<file path="src/rtl/gp_pkg.sv">
`timescale 1ns/1ps
package gp_pkg;

  typedef enum logic [1:0] {
    SZ_BYTE = 2'b00,
    SZ_HALF = 2'b01,
    SZ_WORD = 2'b10,
    SZ_RSVD = 2'b11
  } acc_size_e;

  localparam int OFS_LEVEL = 'h00;
  localparam int OFS_LATCH = 'h04;
  localparam int OFS_DIR   = 'h08;
  localparam int OFS_POL   = 'h0C;
  localparam int OFS_MASK  = 'h10;
  localparam int OFS_STAT  = 'h14;
  localparam int OFS_GATE  = 'h18;

  typedef struct packed {
    logic latch;
    logic dir;
    logic pol;
    logic mask;
    logic stat;
    logic gate;
  } wr_stb_t;

  typedef struct packed {
    logic level;
    logic latch;
    logic dir;
    logic pol;
    logic mask;
    logic stat;
    logic gate;
  } rd_sel_t;

endpackage

</file>
<file path="src/rtl/gp_decode.sv">
`timescale 1ns/1ps
module gp_decode
  import gp_pkg::*;
#(
  parameter int AW = 8
) (
  input  logic [AW-1:0] addr,
  input  logic [1:0]    size,
  input  logic          we,
  output wr_stb_t       wstb,
  output rd_sel_t       rsel
);

  logic    size_ok;
  rd_sel_t hit;

  assign size_ok = (size == SZ_HALF);

  // One-hot address match; unmapped offsets leave every field clear.
  always_comb begin
    hit       = '0;
    hit.level = (addr == AW'(OFS_LEVEL));
    hit.latch = (addr == AW'(OFS_LATCH));
    hit.dir   = (addr == AW'(OFS_DIR));
    hit.pol   = (addr == AW'(OFS_POL));
    hit.mask  = (addr == AW'(OFS_MASK));
    hit.stat  = (addr == AW'(OFS_STAT));
    hit.gate  = (addr == AW'(OFS_GATE));
  end

  always_comb begin
    rsel = size_ok ? hit : '0;
    wstb = '0;
    if (we && size_ok) begin
      wstb.latch = hit.latch;
      wstb.dir   = hit.dir;
      wstb.pol   = hit.pol;
      wstb.mask  = hit.mask;
      wstb.stat  = hit.stat;
      wstb.gate  = hit.gate;
    end
  end

endmodule

</file>
<file path="src/rtl/gp_sync_edge.sv">
`timescale 1ns/1ps
module gp_sync_edge #(
  parameter int W      = 16,
  parameter int STAGES = 2
) (
  input  logic         clk,
  input  logic         rst_n,
  input  logic [W-1:0] pin_in,
  output logic [W-1:0] level,
  output logic [W-1:0] rise,
  output logic [W-1:0] fall
);

  localparam int LAST = STAGES - 1;

  logic [W-1:0] stg [STAGES];
  logic [W-1:0] prev_q;

  always_ff @(posedge clk or negedge rst_n) begin
    if (!rst_n) stg[0] <= '0;
    else        stg[0] <= pin_in;
  end

  for (genvar k = 1; k < STAGES; k++) begin : g_stage
    always_ff @(posedge clk or negedge rst_n) begin
      if (!rst_n) stg[k] <= '0;
      else        stg[k] <= stg[k-1];
    end
  end

  always_ff @(posedge clk or negedge rst_n) begin
    if (!rst_n) prev_q <= '0;
    else        prev_q <= stg[LAST];
  end

  assign level = stg[LAST];
  assign rise  = stg[LAST] & ~prev_q;
  assign fall  = ~stg[LAST] & prev_q;


  sync_chain_chk: assert property (@(posedge clk) disable iff (!rst_n)
    prev_q == $past(stg[LAST]));

endmodule

</file>
<file path="src/rtl/gp_regfile.sv">
`timescale 1ns/1ps
module gp_regfile
  import gp_pkg::*;
#(
  parameter int W = 16
) (
  input  logic         clk,
  input  logic         rst_n,
  input  wr_stb_t      wstb,
  input  logic [W-1:0] wdata,
  input  logic [W-1:0] rise,
  input  logic [W-1:0] fall,
  output logic [W-1:0] latch_q,
  output logic [W-1:0] dir_q,
  output logic [W-1:0] pol_q,
  output logic [W-1:0] mask_q,
  output logic [W-1:0] stat_q,
  output logic [W-1:0] gate_q,
  output logic         irq
);

  localparam logic [W-1:0] ONES = {W{1'b1}};

  logic [W-1:0] edge_hit;
  logic [W-1:0] clr_bits;
  logic [W-1:0] stat_d;
  logic         stat_en;

  // Next-state logic
  always_comb begin
    edge_hit = ((pol_q & rise) | (~pol_q & fall)) & dir_q & ~mask_q;
    clr_bits = wstb.stat ? wdata : '0;
    stat_d   = (stat_q & ~clr_bits) | edge_hit;
    stat_en  = wstb.stat | (|edge_hit);
  end

  // Registers with explicit enables
  always_ff @(posedge clk or negedge rst_n) begin
    if (!rst_n) latch_q <= ONES;
    else if (wstb.latch) latch_q <= wdata;
  end

  always_ff @(posedge clk or negedge rst_n) begin
    if (!rst_n) dir_q <= ONES;
    else if (wstb.dir) dir_q <= wdata;
  end

  always_ff @(posedge clk or negedge rst_n) begin
    if (!rst_n) pol_q <= ONES;
    else if (wstb.pol) pol_q <= wdata;
  end

  always_ff @(posedge clk or negedge rst_n) begin
    if (!rst_n) mask_q <= ONES;
    else if (wstb.mask) mask_q <= wdata;
  end

  always_ff @(posedge clk or negedge rst_n) begin
    if (!rst_n) gate_q <= ONES;
    else if (wstb.gate) gate_q <= wdata;
  end

  always_ff @(posedge clk or negedge rst_n) begin
    if (!rst_n) stat_q <= '0;
    else if (stat_en) stat_q <= stat_d;
  end

  assign irq = |stat_q;


  no_blocked_set_chk: assert property (@(posedge clk) disable iff (!rst_n)
    ((stat_q & ~$past(stat_q)) & ($past(mask_q) | ~$past(dir_q))) == '0);


  stat_sticky_chk: assert property (@(posedge clk) disable iff (!rst_n)
    !$past(wstb.stat) |-> ((stat_q & $past(stat_q)) == $past(stat_q)));


  irq_fall_chk: assert property (@(posedge clk) disable iff (!rst_n)
    $fell(irq) |-> $past(wstb.stat));


  cfg_hold_chk: assert property (@(posedge clk) disable iff (!rst_n)
    (wstb == '0) |=> ($stable(latch_q) && $stable(dir_q) && $stable(pol_q)
                      && $stable(mask_q) && $stable(gate_q)));

endmodule

</file>
<file path="src/rtl/gpio16_port.sv">
`timescale 1ns/1ps
module gpio16_port
  import gp_pkg::*;
#(
  parameter int W  = 16,
  parameter int AW = 8
) (
  input  logic          clk,
  input  logic          rst_n,
  input  logic [AW-1:0] bus_addr,
  input  logic [1:0]    bus_size,
  input  logic          bus_we,
  input  logic [W-1:0]  bus_wdata,
  output logic [W-1:0]  bus_rdata,
  input  logic [W-1:0]  pin_in,
  output logic [W-1:0]  pin_out,
  output logic [W-1:0]  pin_oe,
  output logic          irq
);

  wr_stb_t      wstb;
  rd_sel_t      rsel;
  logic [W-1:0] level, rise, fall;
  logic [W-1:0] latch_q, dir_q, pol_q, mask_q, stat_q, gate_q;

  gp_decode #(.AW(AW)) u_dec (
    .addr (bus_addr),
    .size (bus_size),
    .we   (bus_we),
    .wstb (wstb),
    .rsel (rsel)
  );

  gp_sync_edge #(.W(W), .STAGES(2)) u_sync (
    .clk    (clk),
    .rst_n  (rst_n),
    .pin_in (pin_in),
    .level  (level),
    .rise   (rise),
    .fall   (fall)
  );

  gp_regfile #(.W(W)) u_regs (
    .clk     (clk),
    .rst_n   (rst_n),
    .wstb    (wstb),
    .wdata   (bus_wdata),
    .rise    (rise),
    .fall    (fall),
    .latch_q (latch_q),
    .dir_q   (dir_q),
    .pol_q   (pol_q),
    .mask_q  (mask_q),
    .stat_q  (stat_q),
    .gate_q  (gate_q),
    .irq     (irq)
  );

  // Read mux: all selects are zero for a bad size or unmapped offset.
  always_comb begin
    bus_rdata = '0;
    if (rsel.level) bus_rdata = level & gate_q;
    if (rsel.latch) bus_rdata = latch_q;
    if (rsel.dir)   bus_rdata = dir_q;
    if (rsel.pol)   bus_rdata = pol_q;
    if (rsel.mask)  bus_rdata = mask_q;
    if (rsel.stat)  bus_rdata = stat_q;
    if (rsel.gate)  bus_rdata = gate_q;
  end

  assign pin_oe  = ~dir_q;
  assign pin_out = latch_q & ~dir_q;


  drive_gate_chk: assert property (@(posedge clk) disable iff (!rst_n)
    (pin_out & ~pin_oe) == '0);

endmodule

</file>
<file path="config.mk">
export PLATFORM = sky130hd
export DESIGN_NAME = gpio16_port
export DESIGN_NICKNAME = d
export VERILOG_FILES = /design/src/rtl/gp_pkg.sv /design/src/rtl/gp_decode.sv /design/src/rtl/gp_sync_edge.sv /design/src/rtl/gp_regfile.sv /design/src/rtl/gpio16_port.sv
export SDC_FILE = /design/constraint.sdc
export NUM_CORES = 1
export LEC_CHECK = 0
export BUFFER_PORTS_ARGS = -buffer_cell sky130_fd_sc_hd__buf_2
export CELL_PAD_IN_SITES_DETAIL_PLACEMENT = 1
export CELL_PAD_IN_SITES_GLOBAL_PLACEMENT = 1
export CORE_MARGIN = 2
export CORE_UTILIZATION = 47
export CTS_BUF_LIST = sky130_fd_sc_hd__clkbuf_16
export DETAILED_ROUTE_END_ITERATION = 10
export PLACE_DENSITY = 0.85
export SLEW_MARGIN = 20
export SYNTH_ARGS = -nofsm -noshare
export SYNTH_HDL_FRONTEND = slang
export SYNTH_HIERARCHICAL = 1
export SYNTH_SLANG_ARGS = --single-unit
export TNS_END_PERCENT = 1
</file>
<file path="constraint.sdc">
create_clock -name clk -period 3.3 [get_ports clk]
set_clock_uncertainty 0.15 [all_clocks]
set_input_delay 0.495 -clock clk [delete_from_list [all_inputs] [get_ports clk]]
set_output_delay 0.495 -clock clk [all_outputs]
set_load 0.05 [all_outputs]
</file>
After elaboration in Yosys (flattened, before gate mapping):

Index checks and enable logic that the tools add are counted.

* register bits: 144
* latch bits: 0
* bits in writable memories: 0
* ROM bits: 0
* bits of input ports: 45
* output and inout bits: 49
* logic and storage cells: 48
* memories kept: 0

* add/subtract/negate cells: 0
* $mul: 0
* div/mod/pow operators: 0
* order comparisons: 0
* equal/unequal tests: 7
* shift operators: 0
* multiplexer cells: 10
* bitwise logic cells: 18
* reductions and logical operators: 4

Operator list (count)
* $and A16 B16 Y16: 9
* $mux W16: 8
* $not A16 Y16: 6
* $or A16 B16 Y16: 2
* $reduce_or A16 Y1: 2
* $eq A8 B5 Y1 const B: 3
* $eq A8 B4 Y1 const B: 2
* $eq A8 B3 Y1 const B: 1
* $logic_not A8 Y1: 1
* $mux W7: 1
* $mux W6: 1
* $eq A2 B1 Y1 const B: 1
* $logic_and A1 B1 Y1: 1
* $or A1 B1 Y1: 1

Longest topological paths before layout:

* word-level depth: 9
* depth in mapped cells: 9
* mapped depth without buffers: 6

Hierarchy:

The synthesis kept the hierarchy.

By module, submodules not included
* gp_regfile: instances 1, cells an instance 274, area each 4176.5 um^2
* gp_sync_edge: instances 1, cells an instance 96, area each 1601.5 um^2
* gpio16_port: instances 1, cells an instance 182, area each 1097.3 um^2
* gp_decode: instances 1, cells an instance 24, area each 160.2 um^2

Worst setup path before layout:

No wires, ideal clock.

* path kind: input port to output port
* from: input port bus_addr[7]
* to: output port bus_rdata[1]
* data arrival time: 3.063 ns
* required time: 2.655 ns
* setup slack: -0.408 ns
* cell stages on the path: 8
* cell sequence: or4b_4 -> buf_6 -> nor3_1 -> buf_2 -> a21oi_1 -> o21ai_0 -> a221oi_1 -> o21ai_0

RTL lines
* start: declaration: line gpio16_port.sv:10 `input logic [AW-1:0] bus_addr,`
* end: declaration: line gpio16_port.sv:14 `output logic [W-1:0] bus_rdata,`

==> qor.json <==
{
  "detailed_routing": {
    "drtPass1Iterations": 5,
    "drcViolationCount": 0,
    "detailroute.via_count": 5396,
    "wl_per_cell_um": 27.08,
    "overall_routed_net_length_um": 23560,
    "remaining_number_of_nets_flagged_by_the_antenna_check_after_routing": 0,
    "drt_iter0_drc": 462,
    "viasPerCell": 6.202
  },
  "power": {
    "power_density_mw_per_mm2": 475.7,
    "power.total_mw": 4.058,
    "portion_of_total_power_attributed_to_combinational_logic_pct": 5.2,
    "seqPwrFrac_pct": 46.1,
    "power.share.clock_pct": 48.7,
    "netSwitchingPower_mw": 0.9790,
    "power.internal_mw": 3.079,
    "ir_drop_uv": 319.5,
    "fraction_of_power_spent_switching_nets_pct": 24.13,
    "total_leakage_power_nw": 3.669
  },
  "critical_path": {
    "cp_max_fanout": 10,
    "r2r_end": "u_regs/stat_q[14]$_DFFE_PN0P_",
    "timing.critical_path.from_type": "primary input",
    "worst_ep_arrival_time_ns": 2.70,
    "launch_instance_of_the_worst_register_to_register_path": "u_sync/level[14]$_DFF_PN0_",
    "endpoint_kind": "output pin",
    "timing.reg2reg.setup_slack_ns": 1.80,
    "start_to_end_type_of_the_worst_setup_path": "primary input to output pin",
    "worstPathRequired_ns": 2.65,
    "r2r.worst_path.cells": 3
  },
  "sta": {
    "tightestPinTransition_ns": 0.7486,
    "setup_viol_count_final": 8,
    "timing.final.max_slew_violations": 0,
    "maxClockFrequency_mhz": 298.7,
    "fin_crit_ns": 3.348,
    "timing.final.crit_share_pct": 101.4,
    "slew-limit-headroom_pct": 50.09,
    "report.final.hold_viol_count": 0,
    "rsz0062_at_grt": "true",
    "final.setup.worst_slack_ns": -0.04778
  },
  "global_route": {
    "antenna_found_initial": 0,
    "globalRoute.totalOverflow": 0,
    "global_route_wire_length_before_repair_um": 36120,
    "grt_start_max_net_pins": 83,
    "via_count_of_the_first_global_routing_pass": 6051,
    "grt_total_usage_pct": 30.00
  },
  "status": {
    "failed_checks": "setup timing",
    "run_status": "finished with violations"
  },
  "die": {
    "coreArea_mm2": 0.01459,
    "io_pins": 94,
    "die_w_um": 126.4,
    "rows": 44,
    "die_area_mm2": 0.01596,
    "initial_core_util_pct": 48.22,
    "fp.dieH_um": 126.4
  },
  "clocking": {
    "cts.clk_slew.worst_paths_ns": 0.06,
    "clk-insertion-delay-late_ns": 0.43,
    "clock-root-buffer": "sky130_fd_sc_hd__clkbuf_16",
    "tritoncts.num_buffers": 17,
    "h_tree_levels": 4,
    "cts_tree": "done",
    "ctsLongestPathBuffers": 2,
    "clock_sink_count": 144
  },
  "synth": {
    "synth-warning-count": 6,
    "synthesis.instances": 576,
    "syn_area_mm2": 0.007035,
    "netlist.top_cell.by_area": "sky130_fd_sc_hd__dfstp_2",
    "syn_avg_cell_area_um2": 12.21,
    "ys_ff_latch": 144,
    "synth_edf_count": 0,
    "yosys-top-cells-area": "sky130_fd_sc_hd__dfstp_2 (30%), sky130_fd_sc_hd__dfrtp_1 (23%), sky130_fd_sc_hd__mux2_4 (11%), sky130_fd_sc_hd__and2b_2 (4.0%), sky130_fd_sc_hd__mux2_2 (3.8%)",
    "synthDominantCellAreaShare_pct": 29.88,
    "seq_area_frac_synth_pct": 52.64,
    "async_flop_share_pct": 100.0,
    "net_count_after_synthesis": 621,
    "post_synth_top_flop": "sky130_fd_sc_hd__dfstp_2",
    "post_synth_num_cell_types": 39
  },
  "finish": {
    "final_design_area_no_fill_mm2": 0.008531,
    "antenna_cells": 0,
    "syn2layout_area_growth_pct": 21.25,
    "fin_nets": 718,
    "share_of_cells_above_drive_strength_1_pct": 55.69,
    "fillerInstances": 1482
  },
  "placement": {
    "port_buffers": 93,
    "globalplace.congestion": 0.8287,
    "post-dp-hpwl_um": 12640,
    "detailed_place.area_mm2": 0.007677
  },
  "worst_hold_path": {
    "timing.hold.worst_path_depth": 1,
    "min-delay-path-class": "primary input to flip-flop",
    "hold_end": "u_sync/stg[16]$_DFF_PN0_",
    "hp-start": "pin_in[0]"
  },
  "job": {
    "drv.max_cap_violation_count": 0
  }
}
-- flip-flops by register name, indices dropped and copies added, names as in the netlist --
register        cells
u_sync/stg         16
u_sync/level       16
u_regs/gate_q      16
u_regs/pol_q       16
u_regs/latch_q     16
u_regs/dir_q       16
u_sync/prev_q      16
u_regs/stat_q      16
u_regs/mask_q      16
-- per-stage QoR --
step                      hold WS (ns)  util [%]  TNS [ns]  cells  worst slack [ns]
after global placement          0.1824     52.62    -1.329    833           -0.1254
after floorplan                0.04941         -    -1.113    576           -0.3348
final                          0.01840     58.47   -0.1579    870          -0.04778
after detailed placement        0.1858     52.62    -1.235    833           -0.1332
after CTS                     0.005107     57.69         0    868         0.0002192
after global routing           0.01365     58.47   -0.6017    870          -0.09395
-- synthesized netlist by cell type (2+ instances only) --
master                     instances
sky130_fd_sc_hd__o21ai_1          20
sky130_fd_sc_hd__dfstp_2          80
sky130_fd_sc_hd__a32o_1           16
sky130_fd_sc_hd__mux2_2           24
sky130_fd_sc_hd__a22oi_1          15
sky130_fd_sc_hd__nor2b_1          16
sky130_fd_sc_hd__inv_1            34
sky130_fd_sc_hd__dfrtp_1          64
sky130_fd_sc_hd__a221oi_1          6
sky130_fd_sc_hd__nor4_1            7
sky130_fd_sc_hd__o21ai_0          43
sky130_fd_sc_hd__buf_4            18
sky130_fd_sc_hd__mux2_4           50
sky130_fd_sc_hd__nor3_1           10
sky130_fd_sc_hd__a221oi_2         10
sky130_fd_sc_hd__a21oi_1          32
sky130_fd_sc_hd__buf_2            11
sky130_fd_sc_hd__mux2_1            6
sky130_fd_sc_hd__buf_6             9
sky130_fd_sc_hd__nand2_1          48
sky130_fd_sc_hd__or4b_1            2
sky130_fd_sc_hd__clkbuf_1          4
sky130_fd_sc_hd__buf_8             4
sky130_fd_sc_hd__and2b_2          32
-- worst max-delay path, cell delays in order --
cell and delay [ns]:
sky130_fd_sc_hd__buf_2 0.10, sky130_fd_sc_hd__or4b_4 0.54, sky130_fd_sc_hd__buf_4 0.19, sky130_fd_sc_hd__nor3_4 0.22, sky130_fd_sc_hd__nand2b_4 0.24, sky130_fd_sc_hd__buf_12 0.18
sky130_fd_sc_hd__o21ai_4 0.08, sky130_fd_sc_hd__a221oi_4 0.33, sky130_fd_sc_hd__o21ai_2 0.15, sky130_fd_sc_hd__buf_6 0.18
-- cells by family after synthesis --
group / after synthesis / synth area share [%]
compound gates: 144 / 13.76
buf+inv: 81 / 7.096
flops: 144 / 52.64
mux: 80 / 15.47
simple gates: 127 / 11.03
-- per-layer routing --
layer  track usage [%]  up-vias  routed length (um)
met5                 0        -                   0
met4             18.49        0                1321
met3             6.073      110                1568
met2             49.13      276               11580
met1             36.56     2793                9090
li1                  -     2217                   -
-- power groups by stage --
stage	Sequential [mW]	Clock [mW]	Combinational (mW)
2_1_floorplan	1.88	0	0.110
3_3_place_gp	1.89	0	0.193
3_5_place_dp	1.89	0	0.202
4_1_cts	1.87	1.99	0.209
5_1_grt	1.87	2.06	0.229
6_report	1.87	1.98	0.213
-- layout by cell type (no fill, tap or decap), types with 4 or more instances in the layout --
cell type                     n
sky130_fd_sc_hd__a22oi_1     15
sky130_fd_sc_hd__clkbuf_16   19
sky130_fd_sc_hd__o21ai_0     31
sky130_fd_sc_hd__mux2_4      50
sky130_fd_sc_hd__inv_1       33
sky130_fd_sc_hd__nand2_1     48
sky130_fd_sc_hd__nor3_2       5
sky130_fd_sc_hd__a221oi_2    10
sky130_fd_sc_hd__o21ai_2      7
sky130_fd_sc_hd__a32o_1      16
sky130_fd_sc_hd__buf_6       11
sky130_fd_sc_hd__a21oi_1     32
sky130_fd_sc_hd__dfrtp_1     64
sky130_fd_sc_hd__buf_2       78
sky130_fd_sc_hd__nor4_1       4
sky130_fd_sc_hd__a221oi_1     5
sky130_fd_sc_hd__o21ai_1     24
sky130_fd_sc_hd__nor3_4       4
sky130_fd_sc_hd__mux2_2      24
sky130_fd_sc_hd__and2b_2     32
sky130_fd_sc_hd__dfstp_2     80
sky130_fd_sc_hd__nor2b_1     16
sky130_fd_sc_hd__clkinvlp_4   7
sky130_fd_sc_hd__mux2_1       6
sky130_fd_sc_hd__buf_4       27
-- cell type report --
| class | instances | area (um^2) | share of cell area [%] |
|---|---|---|---|
| Sequential cell | 144 | 3704 | 43.41 |
| Inverter | 34 | 127.6 | 1.496 |
| Timing Repair Buffer | 125 | 869.6 | 10.19 |
| Tap cell | 184 | 230.2 | 2.699 |
| Clock inverter | 14 | 156.4 | 1.833 |
| Clock buffer | 18 | 450.4 | 5.280 |
| Multi-Input combinational cell | 351 | 2993 | 35.08 |
-- how the worst max path moves through the flow --
stage / from / end / slack [ns] / cells after the start
after CTS: bus_addr[7] / bus_rdata[7] / 0.0002 / 11
after global placement: bus_addr[7] / bus_rdata[5] / -0.13 / 8
after global routing: bus_addr[7] / bus_rdata[4] / -0.09 / 10
final: bus_addr[7] / bus_rdata[4] / -0.05 / 10
after floorplan: bus_addr[7] / bus_rdata[15] / -0.33 / 7
after detailed placement: bus_addr[1] / bus_rdata[2] / -0.13 / 8
-- what timing repair did --
| item | 4_1_cts | 5_1_grt |
|---|---|---|
| hold endpoints to repair | 35 | 0 |
| setup buffers | 1 | 1 |
| hold buffers | 1 | 0 |
| gates cloned | 1 | 1 |
| pin swaps | 1 | 3 |
| setup endpoints to repair | 16 | 14 |
| resized for setup | 26 | 32 |
(Power assumes the default switching activity.)
